**src/rtl/pdseq_pkg.sv**
```systemverilog
package pdseq_pkg;
  typedef enum logic [1:0] {
    ST_RUN    = 2'd0,
    ST_DOWN   = 2'd1,
    ST_SETTLE = 2'd2
  } pdState_t;

  typedef struct packed {
    logic load;
    logic step;
  } delayCtl_t;

  localparam logic [2:0] SEL_XTAL_HI = 3'd0;
  localparam logic [2:0] SEL_RC_MID  = 3'd5;
  localparam logic [2:0] SEL_RC_HI   = 3'd7;

  localparam int WR_BIT_PD    = 0;
  localparam int WR_BIT_IEN   = 1;
  localparam int WR_BIT_DLY   = 2;
  localparam int WR_BIT_FCLR  = 3;
endpackage

```
**src/rtl/pdseq_delay.sv**
```systemverilog
module pdseq_delay
  import pdseq_pkg::*;
#(
  parameter int XTAL_CYC = 4096,
  parameter int RCHI_CYC = 512,
  parameter int RCMID_CYC = 32,
  localparam int CNT_W = $clog2(XTAL_CYC + 1)
) (
  input  logic       clk,
  input  logic       rstN,
  input  delayCtl_t  ctl,
  input  logic [2:0] clkSel,
  output logic       zeroLen,
  output logic       lastTick
);
  logic [CNT_W-1:0] selLen;
  logic [CNT_W-1:0] cnt;

  always_comb begin
    unique case (clkSel)
      SEL_XTAL_HI: selLen = CNT_W'(XTAL_CYC);
      SEL_RC_HI:   selLen = CNT_W'(RCHI_CYC);
      SEL_RC_MID:  selLen = CNT_W'(RCMID_CYC);
      default:     selLen = '0;
    endcase
  end

  assign zeroLen  = (selLen == '0);
  assign lastTick = ctl.step && (cnt == CNT_W'(1));

  always_ff @(posedge clk or negedge rstN) begin
    if (!rstN) begin
      cnt <= '0;
    end else if (ctl.load) begin
      cnt <= selLen;
    end else if (ctl.step && cnt != '0) begin
      cnt <= cnt - CNT_W'(1);
    end
  end

  // a load brings in the length picked by the source code
  assert_load_length_R4: assert property (@(posedge clk) disable iff (!rstN)
    ctl.load |=> cnt == $past(selLen));

  // without a strobe or a load the count holds
  assert_hold_no_tick_R9: assert property (@(posedge clk) disable iff (!rstN)
    (!ctl.load && !ctl.step) |=> $stable(cnt));

  assert_count_bound_R4: assert property (@(posedge clk) disable iff (!rstN)
    cnt <= CNT_W'(XTAL_CYC));
endmodule

```
**src/rtl/pdseq_ctrl.sv**
```systemverilog
module pdseq_ctrl
  import pdseq_pkg::*;
(
  input  logic       clk,
  input  logic       rstN,
  input  logic       unlocked,
  input  logic       regWrEn,
  input  logic [3:0] regWrData,
  input  logic       wakeEvent,
  input  logic       srcTick,
  input  logic       zeroLen,
  input  logic       lastTick,
  output delayCtl_t  ctl,
  output logic       pdEnable,
  output logic       wakeIntEn,
  output logic       delayEn,
  output logic       wakeFlag,
  output logic       wakeIrq,
  output logic       hxtOn,
  output logic       mircOn,
  output logic       hircOn,
  output logic       coreClkEn,
  output logic       bus0ClkEn,
  output logic       bus1ClkEn
);
  pdState_t state;
  logic wakeHit, protWr, clrWr, needSettle;

  assign wakeHit    = wakeEvent && (state != ST_RUN);
  assign protWr     = regWrEn && unlocked;
  assign clrWr      = regWrEn && regWrData[WR_BIT_FCLR];
  assign needSettle = delayEn && !zeroLen;

  assign ctl.load = wakeHit && needSettle;
  assign ctl.step = (state == ST_SETTLE) && srcTick && !wakeHit;

  always_ff @(posedge clk or negedge rstN) begin
    if (!rstN) begin
      state     <= ST_RUN;
      pdEnable  <= 1'b0;
      wakeIntEn <= 1'b0;
      delayEn   <= 1'b0;
      wakeFlag  <= 1'b0;
    end else begin
      unique case (state)
        ST_RUN: begin
          if (protWr && regWrData[WR_BIT_PD]) begin
            pdEnable <= 1'b1;
            state    <= ST_DOWN;
          end
        end
        ST_DOWN, ST_SETTLE: begin
          if (wakeHit) begin
            pdEnable <= 1'b0;
            state    <= needSettle ? ST_SETTLE : ST_RUN;
          end else if (state == ST_SETTLE && lastTick) begin
            state <= ST_RUN;
          end
        end
        default: state <= ST_RUN;
      endcase

      if (protWr) begin
        wakeIntEn <= regWrData[WR_BIT_IEN];
        delayEn   <= regWrData[WR_BIT_DLY];
      end

      if (wakeHit)    wakeFlag <= 1'b1;
      else if (clrWr) wakeFlag <= 1'b0;
    end
  end

  assign wakeIrq   = wakeFlag && wakeIntEn;
  assign hxtOn     = (state != ST_DOWN);
  assign mircOn    = (state != ST_DOWN);
  assign hircOn    = (state != ST_DOWN);
  assign coreClkEn = (state == ST_RUN);
  assign bus0ClkEn = (state == ST_RUN);
  assign bus1ClkEn = (state == ST_RUN);

  // a wake while down drops the enable and sets the flag
  assert_wake_clears_pd_R1: assert property (@(posedge clk) disable iff (!rstN)
    (state == ST_DOWN && wakeEvent) |=> (!pdEnable && wakeFlag));

  // a locked write leaves the protected option bits alone
  assert_locked_hold_R7: assert property (@(posedge clk) disable iff (!rstN)
    (!unlocked) |=> ($stable(wakeIntEn) && $stable(delayEn)));

  // without a settle the clocks return in the next cycle
  assert_fast_release_R8: assert property (@(posedge clk) disable iff (!rstN)
    (state == ST_DOWN && wakeEvent && !needSettle) |=> coreClkEn);

  // a wake wins over a same-cycle clear
  assert_wake_beats_clear_R10: assert property (@(posedge clk) disable iff (!rstN)
    (wakeHit && clrWr) |=> wakeFlag);

  // the gates close on the cycle after entry
  assert_gate_after_entry_R3: assert property (@(posedge clk) disable iff (!rstN)
    (state == ST_RUN && protWr && regWrData[WR_BIT_PD]) |=> (!coreClkEn && !bus0ClkEn && !bus1ClkEn));
endmodule

```
**src/rtl/pd_sequencer.sv**
```systemverilog
module pd_sequencer
  import pdseq_pkg::*;
#(
  parameter int XTAL_CYC = 4096,
  parameter int RCHI_CYC = 512,
  parameter int RCMID_CYC = 32
) (
  input  logic       clk,
  input  logic       rstN,
  input  logic       unlocked,
  input  logic       regWrEn,
  input  logic [3:0] regWrData,
  input  logic       wakeEvent,
  input  logic [2:0] clkSel,
  input  logic       srcTick,
  output logic       pdEnable,
  output logic       wakeIntEn,
  output logic       delayEn,
  output logic       wakeFlag,
  output logic       wakeIrq,
  output logic       hxtOn,
  output logic       mircOn,
  output logic       hircOn,
  output logic       coreClkEn,
  output logic       bus0ClkEn,
  output logic       bus1ClkEn
);
  delayCtl_t ctl;
  logic zeroLen, lastTick;

  pdseq_ctrl u_ctrl (
    .clk(clk), .rstN(rstN), .unlocked(unlocked), .regWrEn(regWrEn),
    .regWrData(regWrData), .wakeEvent(wakeEvent), .srcTick(srcTick),
    .zeroLen(zeroLen), .lastTick(lastTick), .ctl(ctl),
    .pdEnable(pdEnable), .wakeIntEn(wakeIntEn), .delayEn(delayEn),
    .wakeFlag(wakeFlag), .wakeIrq(wakeIrq), .hxtOn(hxtOn),
    .mircOn(mircOn), .hircOn(hircOn), .coreClkEn(coreClkEn),
    .bus0ClkEn(bus0ClkEn), .bus1ClkEn(bus1ClkEn)
  );

  pdseq_delay #(
    .XTAL_CYC(XTAL_CYC), .RCHI_CYC(RCHI_CYC), .RCMID_CYC(RCMID_CYC)
  ) u_delay (
    .clk(clk), .rstN(rstN), .ctl(ctl), .clkSel(clkSel),
    .zeroLen(zeroLen), .lastTick(lastTick)
  );
endmodule

```
**config.mk**
```make
export PLATFORM = sky130hd
export DESIGN_NAME = pd_sequencer
export DESIGN_NICKNAME = d
export VERILOG_FILES = /design/src/rtl/pdseq_pkg.sv /design/src/rtl/pdseq_delay.sv /design/src/rtl/pdseq_ctrl.sv /design/src/rtl/pd_sequencer.sv
export SDC_FILE = /design/constraint.sdc
export NUM_CORES = 1
export LEC_CHECK = 0
export BUFFER_PORTS_ARGS = -buffer_cell sky130_fd_sc_hd__buf_2
export CAP_MARGIN = 20
export CORE_MARGIN = 2
export CORE_UTILIZATION = 50
export DETAILED_ROUTE_END_ITERATION = 8
export PLACE_DENSITY = 0.84
export REMOVE_ABC_BUFFERS = 1
export SKIP_LAST_GASP = 1
export SYNTH_ARGS = -nofsm -noshare
export SYNTH_HDL_FRONTEND = slang
export SYNTH_SLANG_ARGS = --single-unit
```
**constraint.sdc**
```tcl
create_clock -name clk -period 4.6 [get_ports clk]
set_input_delay 0.46 -clock clk [delete_from_list [all_inputs] [get_ports clk]]
set_output_delay 0.46 -clock clk [all_outputs]
set_load 0.02 [all_outputs]
```
==> flow_summary.toml <==
[run_status]
run_status = "complete, no violations"

[finish]
final_util_pct = 59.9
area_delta_synth_final_pct = 11.6
n_antenna_cell = 0
mostFrequentLayoutCell = "buf_2"
drive_gt1_share_pct = 25.8
final_area_sq_mm = 0.00135
layout.nets = 172
final_cell_mix = "buf_2 (23), dfrtp_1 (19), nand2_1 (15)"

[place]
place.gp.congestion = 0.879
dpl_cell_area_sq_mm = 0.00132
numPortBuffers = 23
dp_hpwl_mm = 1.95

[sta]
relSlewSlack_pct = 36.3
max_slew.worst_pin.slew_ns = 0.952
holdWs_ns = 0.0784
grt_setup_unrepaired = "false"
final.period_utilization_pct = 49.7
hold_viol_final = 0
final.setup.tns_ns = 0
fmax_mhz = 438
fin_skew_ns = 0.00348
final_max_slew_viol_count = 0
period_minus_slack_ns = 2.28
finalSetupViolations = 0

[cts]
clock-sinks = 19
cts_buffers = 3
insertion_delay_ns = 0.30
post-cts-setup-buffer-count = 0
clkTransAtPathRegs_ns = 0.11
clockBufferDepth = 2
cts_tree = "yes"
cts_resized = 0
cts_root_buf = "clkbuf_4"
ctsHoldBuffers = 0
htreeDepth = 1

[worst_setup_path]
crit_family = "simple AND/OR/NAND/NOR gates"
slowest_delay_ns = 0.62
slowest_stage = "or4_2"
crit_buf_inv = 1
reg2reg_slack_ns = 2.32
crit_type = "register to register"
crit_path_end_kind = "register"
worstPathMaxFanout = 9
worstPathRequired_ns = 4.84
cp_cell_sequence = "inv_1 -> ha_1 -> nand2b_1 -> nand4_1 -> or4_2 -> nand3_1"
cp_data_arrival_time_ns = 2.53
start_kind = "register"

[routing]
first_pass_iters = 4
wl_per_cell_um = 14.1
postRouteAntennaNets = 0
via_count = 1054
drt_first_iter_violations = 25
drt_wl_total_mm = 2.53
drc_errors = 0
via_per_inst = 5.89

[floorplan]
ios = 24
rows = 17
core_region_area_sq_mm = 0.00225
die_h_um = 53.2
die_w_um = 53.2
die-area_sq_mm = 0.00283
initial_core_util_pct = 53.7

[synth]
synth-edff-count = 0
ys_warn_count = 0
ys_ff_latch = 19
netlist_instances = 130
synthArstFlopShare_pct = 100
synthFlopType = "dfrtp_1"
ys_seq_area_share_pct = 39.3
syn-cell-area_sq_mm = 0.00121
avgSynthCellArea_sq_um = 9.31
ys_types = 41

[power]
cellLeakagePower_nw = 0.653
powerDensity_mw_per_mm2 = 621
power.total_mw = 0.838
peakVddDrop_v = 0.000472

[global_route]
met2_usage_pct = 38.1
grt_overflow_total = 0
grt_first_pass_wirelength_mm = 4.22
grt_busiest_layer = "met2"
first_global_vias = 994
grt_max_degree = 20
met3_usage_pct = 5.08
use_met1_pct = 23.4
grt_usage_pct = 20.6
antenna_found_initial = 0

[min_path]
hold_path_class = "input port to async pin"

[flow_run]
maxCapViolCount = 0
==> registers in the layout, summed over array words and instances (netlist names) <==
| name | cells |
|---|---|
| u_ctrl.wakeIntEn | 1 |
| u_ctrl.state | 2 |
| u_ctrl.wakeFlag | 1 |
| u_delay.cnt | 13 |
| u_ctrl.delayEn | 1 |
| u_ctrl.pdEnable | 1 |
==> through the flow <==
stage	setup slack (ns)	std cells
detailed placement	2.37	175
floorplan	2.25	124
CTS	2.33	179
global placement	2.41	175
finish	2.32	179
global route	2.16	179
==> synthesized netlist by cell type, types with 2 or more instances <==
cell | n | share of area [%]
nand4_1 | 3 | 1.6
buf_4 | 4 | 2.5
a21oi_1 | 2 | 0.83
o21ai_0 | 5 | 2.1
mux2_2 | 2 | 1.9
nand3b_1 | 2 | 1.2
nor2b_1 | 2 | 1.0
nand2_1 | 15 | 4.7
ha_1 | 7 | 7.2
mux2i_1 | 5 | 4.1
nor4_1 | 3 | 1.6
clkbuf_1 | 2 | 0.62
nor2_1 | 7 | 2.2
o211ai_1 | 5 | 3.1
inv_1 | 7 | 2.2
dfrtp_1 | 19 | 39
and2_1 | 3 | 1.6
nand3_1 | 5 | 2.1
nor3_1 | 7 | 2.9
nand2b_1 | 3 | 1.6
o31ai_1 | 2 | 1.2
==> kinds of logic (layout without fill, tap and decap cells) <==
kind of cell / count (synthesis) / in the layout / share of synthesized area (%)
AOI/OAI and AO/OA: 22 / 22 / 13.4
adders and majority gates: 7 / 7 / 7.24
buffers and inverters: 13 / 34 / 5.27
DFF: 19 / 19 / 39.3
muxes: 7 / 7 / 6.00
and+or+nand+nor: 62 / 62 / 28.8
==> per-layer routing <==
metal | up-vias | wire length, um
li1 | 517 | -
met4 | 0 | 12
met5 | - | 0
met2 | 23 | 1330
met1 | 509 | 1080
met3 | 5 | 111
==> area by class of cell <==
type / count / area (sq um)
Multi-Input combinational cell: 98 / 671
Timing Repair Buffer: 23 / 115
Inverter: 7 / 26.3
Fill cell: 204 / 905
Clock inverter: 1 / 5.00
Sequential cell: 19 / 475
Clock buffer: 3 / 22.5
Tap cell: 28 / 35.0
==> worst paths after layout <==
kind	startpoint	to	depth (start not counted)
worst max-delay path	u_ctrl.state[0]	u_delay.cnt[5]	6
worst min-delay path	rstN	u_delay.cnt[12]	1
worst max register to register	u_ctrl.state[0]	u_delay.cnt[5]	6
worst min register to register	u_ctrl.pdEnable	u_ctrl.pdEnable	2
max in group asynchronous	rstN	u_delay.cnt[3]	1
min in group clk	regWrData[1]	u_ctrl.wakeIntEn	2
==> power breakdown <==
group / switching (mW) / internal (mW) / total (mW) / leakage (nW)
sequential: 0.0646 / 0.227 / 0.292 / 0.243
clock: 0.0543 / 0.0324 / 0.0867 / 0.0177
combinational: 0.269 / 0.191 / 0.460 / 0.392
Power figures use the tool's default switching activity.
